===== src/rtl/adc_scan_pkg.sv =====
package adc_scan_pkg;

  localparam int CTRL_W = 10;
  localparam int CNT_W  = 2;

  localparam int B_START = 0;
  localparam int B_FLAG  = 1;
  localparam int B_IRQEN = 2;
  localparam int B_ACLR  = 3;
  localparam int B_MODE  = 4;
  localparam int B_GRP   = 6;
  localparam int B_CNT   = 8;

  localparam logic [1:0] MODE_SCAN = 2'b10;

  typedef enum logic [1:0] {
    S_IDLE = 2'd0,
    S_REQ  = 2'd1,
    S_WAIT = 2'd2
  } seq_state_e;

  typedef struct packed {
    logic [CNT_W-1:0] cnt;
    logic [1:0]       grp;
    logic [1:0]       mode;
    logic             aclr;
    logic             irq_en;
  } cfg_t;

endpackage


===== src/rtl/adc_scan_regs.sv =====
module adc_scan_regs
  import adc_scan_pkg::*;
(
  input  logic              clk,
  input  logic              rst_n,
  input  logic              ctrl_wr,
  input  logic [CTRL_W-1:0] wr_data,
  input  logic              trig_any,
  input  logic              busy,
  input  logic              pass_end,
  output logic              start_q,
  output logic              flag_q,
  output cfg_t              cfg_q,
  output logic [CTRL_W-1:0] ctrl_rd
);

  logic start_d, flag_d, reg_en;
  cfg_t cfg_d;

  assign reg_en = ctrl_wr | trig_any | pass_end;

  always_comb begin
    start_d = start_q;
    flag_d  = flag_q;
    cfg_d   = cfg_q;
    if (ctrl_wr) begin
      cfg_d.cnt    = wr_data[B_CNT +: CNT_W];
      cfg_d.grp    = wr_data[B_GRP +: 2];
      cfg_d.mode   = wr_data[B_MODE +: 2];
      cfg_d.aclr   = wr_data[B_ACLR];
      cfg_d.irq_en = wr_data[B_IRQEN];
      // software may always clear start, but may set it only while idle
      if (!wr_data[B_START])
        start_d = 1'b0;
      else if (!busy)
        start_d = 1'b1;
      if (!wr_data[B_FLAG])
        flag_d = 1'b0;
    end
    if (trig_any && !busy)
      start_d = 1'b1;
    // hardware completion has the last word
    if (pass_end) begin
      flag_d = 1'b1;
      if (cfg_q.aclr)
        start_d = 1'b0;
    end
  end

  always_ff @(posedge clk or negedge rst_n) begin
    if (!rst_n) begin
      start_q <= 1'b0;
      flag_q  <= 1'b0;
      cfg_q   <= '0;
    end else if (reg_en) begin
      start_q <= start_d;
      flag_q  <= flag_d;
      cfg_q   <= cfg_d;
    end
  end

  always_comb begin
    ctrl_rd                   = '0;
    ctrl_rd[B_START]          = start_q;
    ctrl_rd[B_FLAG]           = flag_q;
    ctrl_rd[B_IRQEN]          = cfg_q.irq_en;
    ctrl_rd[B_ACLR]           = cfg_q.aclr;
    ctrl_rd[B_MODE +: 2]      = cfg_q.mode;
    ctrl_rd[B_GRP +: 2]       = cfg_q.grp;
    ctrl_rd[B_CNT +: CNT_W]   = cfg_q.cnt;
  end

endmodule


===== src/rtl/adc_scan_fsm.sv =====
module adc_scan_fsm
  import adc_scan_pkg::*;
#(
  parameter int CH_W = 3
) (
  input  logic            clk,
  input  logic            rst_n,
  input  logic            start_q,
  input  cfg_t            cfg_q,
  input  logic            cnv_done,
  output logic            cnv_req,
  output logic [CH_W-1:0] cnv_ch,
  output logic            busy,
  output logic            pass_end,
  output logic            res_we
);

  seq_state_e      state_q, state_d;
  logic [CH_W-1:0] cur_q, cur_d, last_q, last_d;
  logic [CH_W-1:0] base_ch;
  logic [CNT_W-1:0] span;
  logic            at_last;

  // group base is the group number times the maximum group size
  assign base_ch = CH_W'({cfg_q.grp, {CNT_W{1'b0}}});
  assign span    = (cfg_q.mode == MODE_SCAN) ? cfg_q.cnt : '0;
  assign at_last = (cur_q == last_q);

  always_comb begin
    state_d = state_q;
    cur_d   = cur_q;
    last_d  = last_q;
    unique case (state_q)
      S_IDLE: begin
        if (start_q) begin
          state_d = S_REQ;
          cur_d   = base_ch;
          last_d  = base_ch + CH_W'(span);
        end
      end
      S_REQ: state_d = S_WAIT;
      S_WAIT: begin
        if (cnv_done) begin
          if (at_last) begin
            state_d = S_IDLE;
          end else begin
            state_d = S_REQ;
            cur_d   = cur_q + 1'b1;
          end
        end
      end
      default: state_d = S_IDLE;
    endcase
  end

  always_ff @(posedge clk or negedge rst_n) begin
    if (!rst_n) begin
      state_q <= S_IDLE;
      cur_q   <= '0;
      last_q  <= '0;
    end else begin
      state_q <= state_d;
      cur_q   <= cur_d;
      last_q  <= last_d;
    end
  end

  assign cnv_req  = (state_q == S_REQ);
  assign cnv_ch   = cur_q;
  assign busy     = (state_q != S_IDLE);
  assign res_we   = (state_q == S_WAIT) && cnv_done;
  assign pass_end = res_we && at_last;

endmodule


===== src/rtl/adc_scan_results.sv =====
module adc_scan_results #(
  parameter int NUM_CH = 8,
  parameter int DATA_W = 10,
  localparam int CH_W  = $clog2(NUM_CH)
) (
  input  logic              clk,
  input  logic              rst_n,
  input  logic              we,
  input  logic [CH_W-1:0]   wr_ch,
  input  logic [DATA_W-1:0] wr_val,
  output logic [DATA_W-1:0] res_q [NUM_CH]
);

  for (genvar g = 0; g < NUM_CH; g++) begin : g_slot
    logic slot_en;
    assign slot_en = we && (wr_ch == CH_W'(g));
    always_ff @(posedge clk or negedge rst_n) begin
      if (!rst_n)
        res_q[g] <= '0;
      else if (slot_en)
        res_q[g] <= wr_val;
    end
  end

endmodule


===== src/rtl/adc_scan_seq.sv =====
module adc_scan_seq
  import adc_scan_pkg::*;
#(
  parameter int NUM_CH  = 8,
  parameter int DATA_W  = 10,
  parameter int NUM_TMR = 2,
  localparam int CH_W   = $clog2(NUM_CH),
  localparam int ADDR_W = CH_W + 1,
  localparam int RD_W   = (DATA_W > CTRL_W) ? DATA_W : CTRL_W
) (
  input  logic               clk,
  input  logic               rst_n,
  input  logic               wr_en,
  input  logic [ADDR_W-1:0]  wr_addr,
  input  logic [CTRL_W-1:0]  wr_data,
  input  logic [ADDR_W-1:0]  rd_addr,
  output logic [RD_W-1:0]    rd_data,
  input  logic [NUM_TMR-1:0] tmr_trig,
  input  logic               ext_trig,
  output logic               cnv_req,
  output logic [CH_W-1:0]    cnv_ch,
  input  logic               cnv_done,
  input  logic [DATA_W-1:0]  cnv_data,
  output logic               irq
);

  logic [1:0]        rst_sync_q;
  logic              rst_ns;
  logic              ctrl_wr, trig_any;
  logic              start_q, flag_q, aclr_q;
  logic              busy, pass_end, res_we;
  cfg_t              cfg_q;
  logic [CTRL_W-1:0] ctrl_rd;
  logic [DATA_W-1:0] res_q [NUM_CH];

  // asynchronous assertion, synchronous release
  always_ff @(posedge clk or negedge rst_n) begin
    if (!rst_n)
      rst_sync_q <= '0;
    else
      rst_sync_q <= {rst_sync_q[0], 1'b1};
  end
  assign rst_ns = rst_sync_q[1];

  assign ctrl_wr  = wr_en && (wr_addr == '0);
  assign trig_any = (|tmr_trig) | ext_trig;
  assign aclr_q   = cfg_q.aclr;

  adc_scan_regs u_regs (
    .clk      (clk),
    .rst_n    (rst_ns),
    .ctrl_wr  (ctrl_wr),
    .wr_data  (wr_data),
    .trig_any (trig_any),
    .busy     (busy),
    .pass_end (pass_end),
    .start_q  (start_q),
    .flag_q   (flag_q),
    .cfg_q    (cfg_q),
    .ctrl_rd  (ctrl_rd)
  );

  adc_scan_fsm #(.CH_W(CH_W)) u_fsm (
    .clk      (clk),
    .rst_n    (rst_ns),
    .start_q  (start_q),
    .cfg_q    (cfg_q),
    .cnv_done (cnv_done),
    .cnv_req  (cnv_req),
    .cnv_ch   (cnv_ch),
    .busy     (busy),
    .pass_end (pass_end),
    .res_we   (res_we)
  );

  adc_scan_results #(.NUM_CH(NUM_CH), .DATA_W(DATA_W)) u_res (
    .clk    (clk),
    .rst_n  (rst_ns),
    .we     (res_we),
    .wr_ch  (cnv_ch),
    .wr_val (cnv_data),
    .res_q  (res_q)
  );

  always_comb begin
    rd_data = '0;
    if (rd_addr[ADDR_W-1])
      rd_data = RD_W'(res_q[rd_addr[CH_W-1:0]]);
    else if (rd_addr[CH_W-1:0] == '0)
      rd_data = RD_W'(ctrl_rd);
  end

  assign irq = flag_q & cfg_q.irq_en;

endmodule


===== config.mk =====
export PLATFORM = sky130hd
export DESIGN_NAME = adc_scan_seq
export DESIGN_NICKNAME = d
export VERILOG_FILES = /design/src/rtl/adc_scan_pkg.sv /design/src/rtl/adc_scan_regs.sv /design/src/rtl/adc_scan_fsm.sv /design/src/rtl/adc_scan_results.sv /design/src/rtl/adc_scan_seq.sv
export SDC_FILE = /design/constraint.sdc
export NUM_CORES = 1
export LEC_CHECK = 0
export BUFFER_PORTS_ARGS = -buffer_cell sky130_fd_sc_hd__clkbuf_2
export CORE_UTILIZATION = 40
export CTS_CLUSTER_SIZE = 20
export DETAILED_ROUTE_END_ITERATION = 16
export PLACE_DENSITY_LB_ADDON = 0.08
export SYNTH_ARGS = -nofsm -noshare
export SYNTH_HDL_FRONTEND = slang
export SYNTH_SLANG_ARGS = --single-unit

===== constraint.sdc =====
create_clock -name clk -period 2.9 [get_ports clk]
set_input_delay 0.29 -clock clk [delete_from_list [all_inputs] [get_ports clk]]
set_output_delay 0.29 -clock clk [all_outputs]
set_load 0.005 [all_outputs]

==> reports/qor.json <==
{
  "unrepaired_setup_endpoints_after_global_routing": {"value": "false"},
  "report.final.slew_viol_count": {"value": 0},
  "postRouteWirelength": {"value": 10500, "unit": "um"},
  "synth_cells": {"value": 330},
  "regArea": {"value": 0.00251, "unit": "sq mm"},
  "path_class": {"value": "in -> out"},
  "finish.instance_area": {"value": 0.00543, "unit": "sq mm"},
  "floorplan.io_pins": {"value": 50},
  "avgSynthCellArea": {"value": 14.2, "unit": "sq um"},
  "global_route.overflow_total": {"value": 0},
  "timing.final.crit_period": {"value": 2.14, "unit": "ns"},
  "die_x": {"value": 110, "unit": "um"},
  "worst_setup_path_start_kind": {"value": "input pin"},
  "dpl.hpwl": {"value": 6970, "unit": "um"},
  "end_kind": {"value": "output port"},
  "maxCapViolCount": {"value": 0},
  "cp_data_arrival_time": {"value": 1.85, "unit": "ns"},
  "drc_errors": {"value": 0},
  "dr.first_iter.drc_count": {"value": 128},
  "netlist-cell-type-count": {"value": 40},
  "worst-endpoint-required": {"value": 2.61, "unit": "ns"},
  "floorplan.die_area": {"value": 0.0121, "unit": "sq mm"},
  "place.gp.congestion": {"value": 0.739},
  "htree_num_levels": {"value": 3},
  "outcome": {"value": "finished, final reports clean"},
  "powerDensity": {"value": 853, "unit": "mW/mm^2"},
  "final-hold-violation-count": {"value": 0},
  "place.port_buffers": {"value": 49},
  "clock_latency": {"value": 0.34, "unit": "ns"},
  "core": {"value": 0.0114, "unit": "sq mm"},
  "placed_cell_area": {"value": 0.00509, "unit": "sq mm"},
  "ir_drop": {"value": 545, "unit": "uV"},
  "floorplan.rows": {"value": 39},
  "placed_cells": {"value": 518},
  "clkSlewWorstSetupHoldPaths": {"value": 0.06, "unit": "ns"},
  "grt_start_max_net_pins": {"value": 83},
  "cts_tree": {"value": "done"},
  "synth-seq-area-share": {"value": 53.6, "unit": "%"},
  "detail_route.wl_per_cell": {"value": 19.7, "unit": "um"},
  "skew": {"value": 0.00485, "unit": "ns"},
  "post_drt_via_cell_ratio": {"value": 5.39},
  "multi_input_combinational_cell_area": {"value": 0.00207, "unit": "sq mm"},
  "final_min_period_over_clock_period": {"value": 73.9, "unit": "%"},
  "setup_tns": {"value": 0, "unit": "ns"},
  "fmax": {"value": 467, "unit": "MHz"},
  "cts.path.max_buffers": {"value": 2},
  "cts-buffers-inserted": {"value": 9},
  "cts_root_buffer": {"value": "sky130_fd_sc_hd__clkbuf_16"},
  "timing.critical_path.fanout_max": {"value": 26},
  "synth.cell_area": {"value": 0.00467, "unit": "sq mm"},
  "fillers": {"value": 1049},
  "synth.net_count": {"value": 371},
  "antenna_violations_before_repair": {"value": 0},
  "diodes": {"value": 0},
  "grt_util_overall": {"value": 19.7, "unit": "%"},
  "total_leakage_power": {"value": 0.00265, "unit": "uW"},
  "worst-r2r-cell-count": {"value": 4},
  "grt_pass1_vias": {"value": 3047},
  "worst_slew_pin_slew": {"value": 0.598, "unit": "ns"},
  "areaGrowthSynthToFinish": {"value": 16.2, "unit": "%"},
  "die-height": {"value": 110, "unit": "um"},
  "setup_viol": {"value": 0},
  "layoutNonFillerInstCount": {"value": 535},
  "grt_pass1_wl": {"value": 16800, "unit": "um"},
  "clock_sink_count": {"value": 100},
  "vias": {"value": 2886},
  "synth.ff_latch_count": {"value": 100},
  "timing.hold.worst.class": {"value": "in -> reg"},
  "detailedRoute.firstPassIterationCount": {"value": 4},
  "layout.nets": {"value": 428},
  "whs_path_depth": {"value": 3},
  "number_of_antenna_violating_nets_in_the_routed_design": {"value": 0},
  "yosys_warnings": {"value": 0},
  "timing.slew.headroom": {"value": 60.0, "unit": "%"},
  "drive_gt1_share": {"value": 45.4, "unit": "%"},
  "post-cts-setup-buffers": {"value": 0},
  "initial_core_util": {"value": 40.9, "unit": "%"}
}
==> worst max-delay path, stage by stage <==
cell	delay, ns
sky130_fd_sc_hd__clkbuf_2	0.23
sky130_fd_sc_hd__buf_12	0.26
sky130_fd_sc_hd__mux4_2	0.54
sky130_fd_sc_hd__nand2b_1	0.16
sky130_fd_sc_hd__a32o_1	0.24
sky130_fd_sc_hd__clkbuf_2	0.11
==> what timing repair did <==
action	CTS	global route
hold buffers	1	0
endpoints found under the hold margin	2	0
resized for setup	0	0
==> cell families (layout without fill, tap and decap cells) <==
kind of cell             count (synthesis)  in the layout  share of synthesized area, %
adder cells (fa/ha/maj)                  6              6                          1.61
flip-flops                             100            100                          53.6
AND/OR/NAND/NOR                         58             58                          6.72
XOR/XNOR                                 3              3                         0.563
multiplexers                           119            119                          30.6
AO/OA/AOI/OAI                           28             28                          4.80
other                                    1              1                        0.0803
buffers and inverters                   15             77                          2.06
==> placed cells by master (no fill, tap or decap), drive strengths merged, types with 2 or more instances in the layout <==
cell	netlist	final
nor2	6	6
mux2i	22	22
mux4	10	10
nor4	2	2
a22oi	8	8
mux2	87	87
nand3b	2	2
ha	6	6
buf	8	6
nor2b	3	3
o21ai	4	4
nand2	28	28
clkinv	0	2
inv	5	6
dfrtp	100	100
and2	2	2
clkbuf	1	59
xor2	3	3
a32o	8	8
bufinv	0	2
nand2b	9	9
o2111ai	2	2
nand3	5	5
==> per-stage QoR <==
step / hold WS [ns] / worst slack [ns] / total power (uW) / util, %
finish: 0.144 / 0.757 / 4630 / 47.5
global route: 0.150 / 0.656 / 4930 / 47.5
CTS: 0.133 / 0.748 / 4690 / 47.5
detailed placement: 0.0793 / 0.747 / 3380 / 44.6
global placement: 0.0775 / 0.747 / 3350 / 44.6
floorplan: -0.00559 / 1.22 / 3020 / -
==> flip-flops by register name, summed over array words and instances, names as in the netlist <==
signal	count
u_fsm.cnv_ch	3
u_fsm.last_q	3
u_regs.start_q	1
u_res.res_q	80
u_regs.cfg_q	8
u_regs.flag_q	1
u_fsm.state_q	2
rst_sync_q	2
==> cells in the mapped netlist <==
cell                            count  area share, %
sky130_fd_sc_hd__xor2_1             3           0.56
sky130_fd_sc_hd__nand2_2            4           0.54
sky130_fd_sc_hd__nor4_1             1           0.13
sky130_fd_sc_hd__mux2_1             1           0.24
sky130_fd_sc_hd__nor3_1             1           0.11
sky130_fd_sc_hd__a32o_1             8            1.7
sky130_fd_sc_hd__buf_12             1           0.43
sky130_fd_sc_hd__nor2_1             5           0.40
sky130_fd_sc_hd__nand3_1            2           0.21
sky130_fd_sc_hd__buf_6              1           0.24
sky130_fd_sc_hd__o21ai_0            4           0.43
sky130_fd_sc_hd__mux2_2            86             21
sky130_fd_sc_hd__a22o_2             1           0.21
sky130_fd_sc_hd__o21bai_1           1           0.16
sky130_fd_sc_hd__a31oi_1            1           0.13
sky130_fd_sc_hd__nor2_4             1           0.24
sky130_fd_sc_hd__a32oi_1            1           0.19
sky130_fd_sc_hd__and2_1             2           0.27
sky130_fd_sc_hd__nand3b_1           2           0.32
sky130_fd_sc_hd__o31a_1             1           0.19
sky130_fd_sc_hd__dfrtp_1          100             54
sky130_fd_sc_hd__inv_1              5           0.40
sky130_fd_sc_hd__o2111ai_1          2           0.38
sky130_fd_sc_hd__buf_4              1           0.16
sky130_fd_sc_hd__nand3_2            3           0.64
sky130_fd_sc_hd__clkbuf_2           1           0.11
sky130_fd_sc_hd__ha_1               6            1.6
sky130_fd_sc_hd__nand2_1           24            1.9
sky130_fd_sc_hd__mux4_2             9            4.3
sky130_fd_sc_hd__a21oi_1            1           0.11
sky130_fd_sc_hd__a22oi_1            8            1.3
sky130_fd_sc_hd__conb_1             1          0.080
sky130_fd_sc_hd__mux2i_1           22            4.7
sky130_fd_sc_hd__nand2b_1           8            1.1
sky130_fd_sc_hd__nor2b_1            3           0.40
sky130_fd_sc_hd__dlygate4sd1_1      1           0.19
sky130_fd_sc_hd__nand2b_2           1           0.19
sky130_fd_sc_hd__mux4_1             1           0.56
sky130_fd_sc_hd__nor4_2             1           0.27
sky130_fd_sc_hd__buf_2              5           0.54
==> layout make-up <==
type | count | area share [%]
Sequential cell | 100 | 46.2
Multi-Input combinational cell | 215 | 38.2
Timing Repair Buffer | 56 | 5.99
Clock buffer | 10 | 4.40
Tap cell | 143 | 3.30
Clock inverter | 6 | 1.59
Inverter | 5 | 0.346
==> power by group <==
group          leakage [uW]  switching, uW  internal [uW]
clock              0.000159            513            779
combinational       0.00118            475            690
sequential          0.00131            300           1870
==> path summary, 6_finish.rpt <==
path                                   endpoint  slack (ns)             from
worst max-delay path                 rd_data[8]        0.76       rd_addr[0]
worst min-delay path            u_regs.cfg_q[3]        0.14       wr_data[5]
worst max register to register  u_res.res_q[41]        1.03  u_fsm.cnv_ch[0]
worst min register to register  u_res.res_q[20]        0.19    rst_sync_q[1]
max in group asynchronous        u_res.res_q[4]        1.99    rst_sync_q[1]
min in group asynchronous       u_res.res_q[20]        0.19    rst_sync_q[1]
==> routing by layer <==
| layer | wire length, um | track usage [%] | vias up |
|---|---|---|---|
| met1 | 5110 | 26.8 | 1502 |
| li1 | - | - | 1317 |
| met2 | 4930 | 30.8 | 59 |
| met4 | 84 | 4.86 | 0 |
| met3 | 414 | 5.70 | 8 |
| met5 | 0 | 0 | - |
No activity file was read; power rests on OpenSTA's default activity.
